<file path="config.mk">
export PLATFORM = sky130hd
export DESIGN_NAME = tw_serial_ctl
export DESIGN_NICKNAME = d
export VERILOG_FILES = /design/src/rtl/tw_pkg.sv /design/src/rtl/tw_sync.sv /design/src/rtl/tw_frame_ctl.sv /design/src/rtl/tw_shifter.sv /design/src/rtl/tw_serial_ctl.sv
export SDC_FILE = /design/constraint.sdc
export NUM_CORES = 1
export LEC_CHECK = 0
export ABC_AREA = 1
export BUFFER_PORTS_ARGS = -buffer_cell sky130_fd_sc_hd__clkbuf_2
export CAP_MARGIN = 20
export CELL_PAD_IN_SITES_DETAIL_PLACEMENT = 1
export CELL_PAD_IN_SITES_GLOBAL_PLACEMENT = 1
export CORE_UTILIZATION = 25
export CTS_BUF_LIST = sky130_fd_sc_hd__clkbuf_8
export DETAILED_ROUTE_END_ITERATION = 6
export GPL_TIMING_DRIVEN = 0
export PLACE_DENSITY_LB_ADDON = 0.1
export SKIP_CTS_REPAIR_TIMING = 1
export SYNTH_ARGS = -nofsm -noshare
export SYNTH_HDL_FRONTEND = slang
export SYNTH_SLANG_ARGS = --single-unit
</file>
<file path="constraint.sdc">
create_clock -name clk -period 1.35 [get_ports clk]
set_clock_uncertainty 0.05 [all_clocks]
set_input_delay 0.27 -clock clk [delete_from_list [all_inputs] [get_ports clk]]
set_output_delay 0.27 -clock clk [all_outputs]
set_load 0.005 [all_outputs]
</file>
<file path="src/rtl/tw_pkg.sv">
package tw_pkg;
  localparam int CTRL_BITS = 8;
  localparam int REC_BITS  = 52;
  localparam int FRAME_EDGES = CTRL_BITS + REC_BITS;
  localparam int EDGE_CW = $clog2(FRAME_EDGES + 1);

  // positions that are ignored on write
  localparam logic [REC_BITS-1:0] DC_MASK = 52'h060C00C08000;

  typedef enum logic [1:0] {
    FR_IDLE  = 2'd0,
    FR_READ  = 2'd1,
    FR_WRITE = 2'd2
  } frame_e;
endpackage

</file>
<file path="src/rtl/tw_sync.sv">
module tw_sync #(
  parameter int N      = 3,
  parameter int STAGES = 2
) (
  input  logic         clk,
  input  logic         rst,
  input  logic [N-1:0] raw_i,
  output logic [N-1:0] lvl_o
);
  genvar g;
  generate
    for (g = 0; g < N; g++) begin : g_bit
      logic [STAGES-1:0] chain;
      always_ff @(posedge clk) begin
        if (rst) chain <= '0;
        else     chain <= {chain[STAGES-2:0], raw_i[g]};
      end
      assign lvl_o[g] = chain[STAGES-1];
    end
  endgenerate
endmodule

</file>
<file path="src/rtl/tw_frame_ctl.sv">
module tw_frame_ctl
  import tw_pkg::*;
#(
  parameter int CTRL_N  = CTRL_BITS,
  parameter int FRAME_N = FRAME_EDGES,
  parameter int CW      = EDGE_CW
) (
  input  logic          clk,
  input  logic          rst,
  input  logic          ce,
  input  logic          sclk,
  input  logic          sdat,
  output frame_e        mode_o,
  output logic [CW-1:0] cnt_o,
  output logic          shift_rd_o,
  output logic          shift_wr_o,
  output logic          commit_o,
  output logic          snap_o,
  output logic          hold_o,
  output logic          oe_o,
  output logic          tclr_o
);
  localparam logic [CW-1:0] CTRL_C  = CW'(CTRL_N);
  localparam logic [CW-1:0] FRAME_C = CW'(FRAME_N);
  localparam logic [CW-1:0] LAST_C  = CW'(FRAME_N - 1);

  logic   sclk_d;
  logic   rise, fall;
  logic   in_payload;
  frame_e mode_q;
  logic [CW-1:0] cnt_q;

  always_ff @(posedge clk) begin
    if (rst) sclk_d <= 1'b0;
    else     sclk_d <= sclk;
  end

  assign rise = ce & sclk & ~sclk_d;
  assign fall = ce & ~sclk & sclk_d;

  // cnt_q holds the number of rises seen before this one
  assign in_payload = rise && (cnt_q >= CTRL_C) && (cnt_q < FRAME_C);
  assign shift_rd_o = in_payload && (mode_q == FR_READ);
  assign shift_wr_o = in_payload && (mode_q == FR_WRITE);
  assign commit_o   = shift_wr_o && (cnt_q == LAST_C);

  always_ff @(posedge clk) begin
    if (rst || !ce) begin
      cnt_q  <= '0;
      mode_q <= FR_IDLE;
      hold_o <= 1'b0;
    end else begin
      if (rise && cnt_q < FRAME_C) begin
        cnt_q <= cnt_q + 1'b1;
        if (cnt_q == '0) mode_q <= sdat ? FR_WRITE : FR_READ;
      end
      if (fall && mode_q == FR_WRITE) hold_o <= 1'b1;
    end
  end

  always_ff @(posedge clk) begin
    if (rst) begin
      snap_o <= 1'b0;
      oe_o   <= 1'b0;
      tclr_o <= 1'b1;
    end else begin
      snap_o <= fall && (mode_q == FR_READ) && (cnt_q == CTRL_C);
      oe_o   <= ce && (mode_q == FR_READ);
      tclr_o <= ~ce;
    end
  end

  assign mode_o = mode_q;
  assign cnt_o  = cnt_q;
endmodule

</file>
<file path="src/rtl/tw_shifter.sv">
module tw_shifter
  import tw_pkg::*;
#(
  parameter int W = REC_BITS,
  parameter logic [W-1:0] IGN = DC_MASK
) (
  input  logic         clk,
  input  logic         rst,
  input  logic         load_i,
  input  logic [W-1:0] rec_i,
  input  logic         shift_rd_i,
  input  logic         shift_wr_i,
  input  logic         din_i,
  input  logic         commit_i,
  output logic         sdo_o,
  output logic [W-1:0] wr_rec_o,
  output logic         wr_stb_o
);
  logic [W-1:0] sreg;
  logic         pend;

  always_ff @(posedge clk) begin
    if (rst) begin
      sreg  <= '0;
      sdo_o <= 1'b0;
    end else if (load_i) begin
      sreg  <= rec_i;
      sdo_o <= 1'b0;
    end else if (shift_rd_i) begin
      sdo_o <= sreg[0];
      sreg  <= {1'b0, sreg[W-1:1]};
    end else if (shift_wr_i) begin
      sreg  <= {din_i, sreg[W-1:1]};
    end
  end

  always_ff @(posedge clk) begin
    if (rst) begin
      pend     <= 1'b0;
      wr_stb_o <= 1'b0;
      wr_rec_o <= '0;
    end else begin
      pend     <= commit_i;
      wr_stb_o <= pend;
      if (pend) wr_rec_o <= sreg & ~IGN;
    end
  end
endmodule

</file>
<file path="src/rtl/tw_serial_ctl.sv">
module tw_serial_ctl
  import tw_pkg::*;
#(
  parameter int SYNC_STAGES = 2,
  parameter int REC_W       = REC_BITS,
  parameter int CTRL_W      = CTRL_BITS
) (
  input  logic             clk,
  input  logic             rst,
  input  logic             ce_i,
  input  logic             sclk_i,
  input  logic             sdi_i,
  output logic             sdo_o,
  output logic             sdo_oe_o,
  input  logic [REC_W-1:0] rec_i,
  output logic             snap_o,
  output logic [REC_W-1:0] wr_rec_o,
  output logic             wr_stb_o,
  output logic             hold_o,
  output logic             tst_clr_o
);
  localparam int FRAME_N = CTRL_W + REC_W;
  localparam int CW      = $clog2(FRAME_N + 1);

  logic [2:0]    lvl;
  frame_e        mode;
  logic [CW-1:0] edge_cnt;
  logic          shift_rd, shift_wr, commit;

  tw_sync #(.N(3), .STAGES(SYNC_STAGES)) u_sync (
    .clk(clk), .rst(rst),
    .raw_i({sdi_i, sclk_i, ce_i}),
    .lvl_o(lvl)
  );

  tw_frame_ctl #(.CTRL_N(CTRL_W), .FRAME_N(FRAME_N), .CW(CW)) u_ctl (
    .clk(clk), .rst(rst),
    .ce(lvl[0]), .sclk(lvl[1]), .sdat(lvl[2]),
    .mode_o(mode), .cnt_o(edge_cnt),
    .shift_rd_o(shift_rd), .shift_wr_o(shift_wr), .commit_o(commit),
    .snap_o(snap_o), .hold_o(hold_o), .oe_o(sdo_oe_o), .tclr_o(tst_clr_o)
  );

  tw_shifter #(.W(REC_W), .IGN(DC_MASK)) u_shift (
    .clk(clk), .rst(rst),
    .load_i(snap_o), .rec_i(rec_i),
    .shift_rd_i(shift_rd), .shift_wr_i(shift_wr),
    .din_i(lvl[2]), .commit_i(commit),
    .sdo_o(sdo_o), .wr_rec_o(wr_rec_o), .wr_stb_o(wr_stb_o)
  );
endmodule

</file>
Word-level counts from Yosys, hierarchy flattened
Cells that the tools add are included.
- ROM bits: 0
- memories: 0
- bits in writable memories: 0
- output and inout port bits: 58
- input bits: 57
- register bits after elaboration: 119
- logic and storage cells: 49
- latch bits: 0
- reduce and logical (&&, ||, !) cells: 16
- add/sub/neg operators: 1
- equal/unequal tests: 4
- bitwise gates (word level): 7
- div/mod/pow operators: 0
- multiply operators: 0
- shift operators: 0
- muxes and demuxes: 4
- magnitude comparators: 2
- operators by type and width (cell ; count):
    $mux 52 ; 3
    $logic_and 1x1->1 ; 10
    $add 6x1->6 const B ; 1
    $eq 6x4->1 const B ; 1
    $eq 6x6->1 const B ; 1
    $ge 6x4->1 const B ; 1
    $logic_not 6->1 ; 1
    $lt 6x6->1 const B ; 1
    $and 1x1->1 ; 4
    $not 1->1 ; 3
    $reduce_bool 3->1 ; 1
    $eq 2x1->1 const B ; 1
    $eq 2x2->1 const B ; 1
    $mux 2 ; 1
    $reduce_and 2->1 ; 1
    $reduce_or 2->1 ; 1
    $logic_not 1->1 ; 1
    $logic_or 1x1->1 ; 1

Longest topological paths before layout
- depth after elaboration: 8
- mapped depth: 9
- gate-level depth less buffers: 9

Modules after synthesis
A second synthesis with hierarchy kept.
- cell total of the unflattened synthesis: 788
- area total of the unflattened synthesis: 5330.1 sq um
- modules (own cells, without submodules) (module ; sequential area each (sq um) ; cells each ; area each (sq um) ; times used):
    tw_shifter ; 2001.9 ; 675 ; 4473.0 ; 1
    tw_frame_ctl ; 260.2 ; 92 ; 669.4 ; 1
    tw_sync ; 120.1 ; 21 ; 187.7 ; 1

Worst setup path after synthesis
No wires, ideal clock.
- path type: register to register
- start point: register u_ctl.snap_o
- end point: register u_shift.sreg[21]
- path buffers: 3
- data required time: 1.236 ns
- arrival: 1.189 ns
- setup time: 0.064 ns
- slack: 0.047 ns
- clock period less this slack: 1.303 ns
- stages on the path, launching flop included: 8
- path through: dfxtp_1 > buf_2 > buf_2 > buf_1 > a21oi_1 > nand2_1 > inv_2 > nor2_1
- cells in the longest elaborated chain, start to end: 1
- elaborated cells between the ends (all ways): 2
- those cells by class: 1 x mux; 1 x reduce/logical
- RTL lines (what ; line ; source):
    from (decl) ; tw_frame_ctl.sv:18 ; output logic snap_o,
    from (signal assigned) ; tw_frame_ctl.sv:67 ; snap_o <= fall && (mode_q == FR_READ) && (cnt_q == CTRL_C);
    $reduce_bool 3->1 (no source line) or $mux 52 (tied branches) ; - ;
    to (signal assigned) ; tw_shifter.sv:27 ; sreg <= rec_i;
    to (signal assigned) ; tw_shifter.sv:31 ; sreg <= {1'b0, sreg[W-1:1]};
    to (signal assigned) ; tw_shifter.sv:33 ; sreg <= {din_i, sreg[W-1:1]};
    to (decl) ; tw_shifter.sv:19 ; logic [W-1:0] sreg;
Several ways; a longest one is shown, not always the timed one.
A chain may end at the register's enable or synchronous reset.

Worst setup path in the final report
- start point: register u_sync.g_bit[0].chain[1]
- end point: register u_shift.sreg[40]
- cells in the longest elaborated chain, start to end: 7
- elaborated cells between the ends (all ways): 9
- those cells by class: 2 x mux; 2 x bitwise; 5 x reduce/logical
- RTL lines (what ; line ; source):
    from (decl) ; tw_sync.sv:13 ; logic [STAGES-1:0] chain;
    from (signal assigned) ; tw_sync.sv:16 ; else chain <= {chain[STAGES-2:0], raw_i[g]};
    $and 1x1->1 (*) (2 in a row) ; tw_frame_ctl.sv:38 ; assign rise = ce & sclk & ~sclk_d;
    $logic_and 1x1->1 (*) (2 in a row) ; tw_frame_ctl.sv:42 ; assign in_payload = rise && (cnt_q >= CTRL_C) && (cnt_q < FRAME_C);
    $logic_and 1x1->1 ; tw_frame_ctl.sv:43 ; assign shift_rd_o = in_payload && (mode_q == FR_READ);
    $mux 52 ; tw_shifter.sv:29 ; end else if (shift_rd_i) begin
    $mux 52 ; tw_shifter.sv:26 ; end else if (load_i) begin
Every way passes the cells marked *; elsewhere a longest branch is shown, timed or not.

==> results.py <==
metrics = {
    "cells_and_area": {
        "nFillCells": 2635,
        "diodes": 0,
        "postLayoutCellArea_um2": 7070,
        "area_delta_synth_final_pct": 31.8,
        "drive_gt1_share_pct": 26.9,
        "stdcell_count": 1209,
        "final_nets": 980,
        "final_util_pct": 33.6,
    },
    "placed_design": {
        "placed_area_um2": 6270,
        "dpl.hpwl_um": 12000,
        "placedCellCount": 1169,
        "port_buffers": 107,
        "pre_cts_slack_ns": -0.511,
        "place_congestion": 0.732,
    },
    "synth": {
        "yosys.area.top_type": "dfxtp_1",
        "synth_warnings": 0,
        "synth_top_cell_area_share_pct": 44.4,
        "synth_cell_types": 25,
        "netlist_area_um2": 5370,
        "synth-seq-area-share_pct": 44.4,
        "synth.area.top_cells": "dfxtp_1 44%, a21oi_1 9.8%, nand2_1 8.7%",
        "ys_seq_elements": 119,
        "synthCells": 781,
        "syn_area_per_cell_um2": 6.87,
    },
    "route": {
        "wl_per_cell_um": 14.3,
        "drc": 0,
        "postRouteAntennaNets": 0,
        "finalWirelength_um": 17300,
        "first_pass_iters": 4,
        "drt-initial-drc-count": 196,
        "dr_total_vias": 5273,
        "vias_per_cell": 4.36,
    },
    "min_path": {
        "worstHoldPathType": "in -> reg",
        "min_path_cells": 5,
    },
    "grt": {
        "grt_max_degree": 17,
        "track_usage_pct": 16.3,
        "grt_pass1_wl_um": 27600,
        "antenna_found_initial": 0,
        "first_global_vias": 5221,
        "overflow": 0,
    },
    "timing": {
        "slew_viol_final": 0,
        "fin_hold_ws_ns": 0.108,
        "period_needed_ns": 1.50,
        "tns_ns": -5.52,
        "hold_violations": 0,
        "clock.fmax_mhz": 665,
        "period_share_pct": 111,
        "worst_pin_slew_ns": 0.538,
        "setup_violations": 54,
        "setup_slack_ns": -0.154,
        "rsz0062_at_grt": "yes",
        "relSlewSlack_pct": 64.1,
    },
    "worst_setup_path": {
        "cp_slowest_cell": "dfxtp_2",
        "crit_path_max_fanout": 10,
        "critPathCaptureType": "register",
        "cp.arrival_ns": 1.79,
        "max_stage_delay_ns": 0.35,
        "worstSetupPathType": "reg -> reg",
        "ff2ff_path_depth": 8,
        "required_ns": 1.64,
        "cp_cell_sequence": "nand2_2, nor2_4, nand4_4, nand3_4, buf_6, nand2_1, inv_1, nor2_1",
        "start_kind": "register",
    },
    "flow_run": {
        "drv_cap": 0,
    },
    "pwr": {
        "ir_worst_vdd_mv": 0.616,
        "power_density_nw_per_um2": 1080,
        "power_mw": 7.64,
        "leakage_nw": 3.74,
    },
    "die": {
        "row_count": 53,
        "die_w_um": 149,
        "start_util_pct": 25.5,
        "die_h_um": 149,
        "die_area_um2": 22100,
        "ios": 115,
        "coreArea_um2": 21000,
    },
    "status": {
        "violations": "negative setup slack",
        "status": "finished with violations",
    },
    "clock_network": {
        "cts_tree": "done",
        "path_clk_slew_ns": 0.08,
        "numCtsBuffers": 17,
        "clock_latency_ns": 0.45,
        "clockBufferDepth": 2,
        "clock-sinks": 119,
        "htreeDepth": 4,
        "cts_root_buf": "clkbuf_8",
    },
}
## cells by family (layout without fill, tap and decap cells)
kind of cell               after synthesis  in the layout  share of synthesized area [%]
AOI/OAI and AO/OA                      154            154                           14.4
adders and majority gates                2              2                          0.466
buffers and inverters                  191            338                           15.2
DFF                                    119            119                           44.4
other                                    1              7                         0.0699
and+or+nand+nor                        314            314                           25.4
## final timing paths
check | from | to | slack [ns]
worst max-delay path | u_sync.g_bit[0].chain[1] | u_shift.sreg[40] | -0.15
worst min-delay path | rec_i[7] | u_shift.sreg[7] | 0.11
worst max register to register | u_sync.g_bit[0].chain[1] | u_shift.sreg[40] | -0.15
worst min register to register | u_sync.g_bit[0].chain[0] | u_sync.g_bit[0].chain[1] | 0.35
## where the power goes
group,internal [mW],switching [mW],total [mW]
Combinational,0.0954,0.118,0.213
Sequential,3.52,0.00578,3.52
Clock,2.34,1.57,3.91
Total,5.95,1.69,7.64
## worst max-delay path, delay by kind of cell (launching register included)
kind / cells / cell delay (ns)
simple gates: 6 / 0.76
flops: 1 / 0.35
buf+inv: 2 / 0.24
## routing by layer
layer  wire length (µm)  global-route usage (%)  vias to the layer above
li1                   -                       -                     2726
met1               8660                    21.4                     2455
met2               7910                    26.2                       81
met3                573                    4.08                       11
met4                134                    4.64                        0
met5                  0                       0                        -
## synthesized netlist by cell type
master and number:
nand4_1 52, dfxtp_1 119, inv_1 104, nand4_4 1, nand3_1 3, o21a_1 1
conb_1 1, nand2_2 2, nor2_4 1, nand2_1 125, nor2_1 123, buf_4 12
clkinv_1 2, nand3_2 1, nor3_1 4, nand4_2 1, ha_1 2, a21oi_1 105
buf_6 6, buf_1 6, buf_2 8, o21ai_0 48, nor4_1 1, inv_2 24
clkbuf_1 29
## cell usage in the layout (no fill, tap or decap), types with 2 or more instances in the layout
cell           count
nand4_1           52
buf_12             3
nand2_2            7
clkinv_2           3
buf_6             11
nor3_1             3
clkbuf_2         121
inv_2             26
nand2_1          117
a21oi_2            3
nand3_1            2
clkinv_4           2
clkbuf_1          12
buf_4             11
dfxtp_2            7
buf_2              4
a21oi_1          102
buf_8              5
clkbuf_4           6
nor2_1           120
clkbuf_8          20
dlygate4sd3_1      3
dfxtp_1          111
ha_1               2
nor2_4             3
clkinvlp_4         2
bufinv_16          5
o21ai_0           47
nand4_4            2
inv_4              2
nand2_4            3
conb_1             7
inv_1            101
## registers in the layout, summed over array words and instances (netlist names)
name                flops
u_shift.wr_rec_o       45
u_ctl.tclr_o            1
u_ctl.sclk_d            1
u_ctl.oe_o              1
u_shift.wr_stb_o        1
u_shift.sdo_o           1
u_ctl.cnt_o             6
u_ctl.mode_o            2
u_ctl.snap_o            1
u_shift.pend            1
u_ctl.hold_o            1
u_shift.sreg           52
u_sync.g_bit.chain      6
## area by class of cell
cell class | count | area, µm² | share of cell area, %
plain buffers | 59 | 449 | 6.35
well taps | 275 | 344 | 4.87
clock inverters | 12 | 198 | 2.80
clock buffers | 20 | 275 | 3.89
flip-flops and latches | 119 | 2390 | 33.9
multi-input cells | 477 | 2280 | 32.2
repair buffers | 117 | 638 | 9.02
inverters | 130 | 493 | 6.97
(Power assumes the default switching activity.)
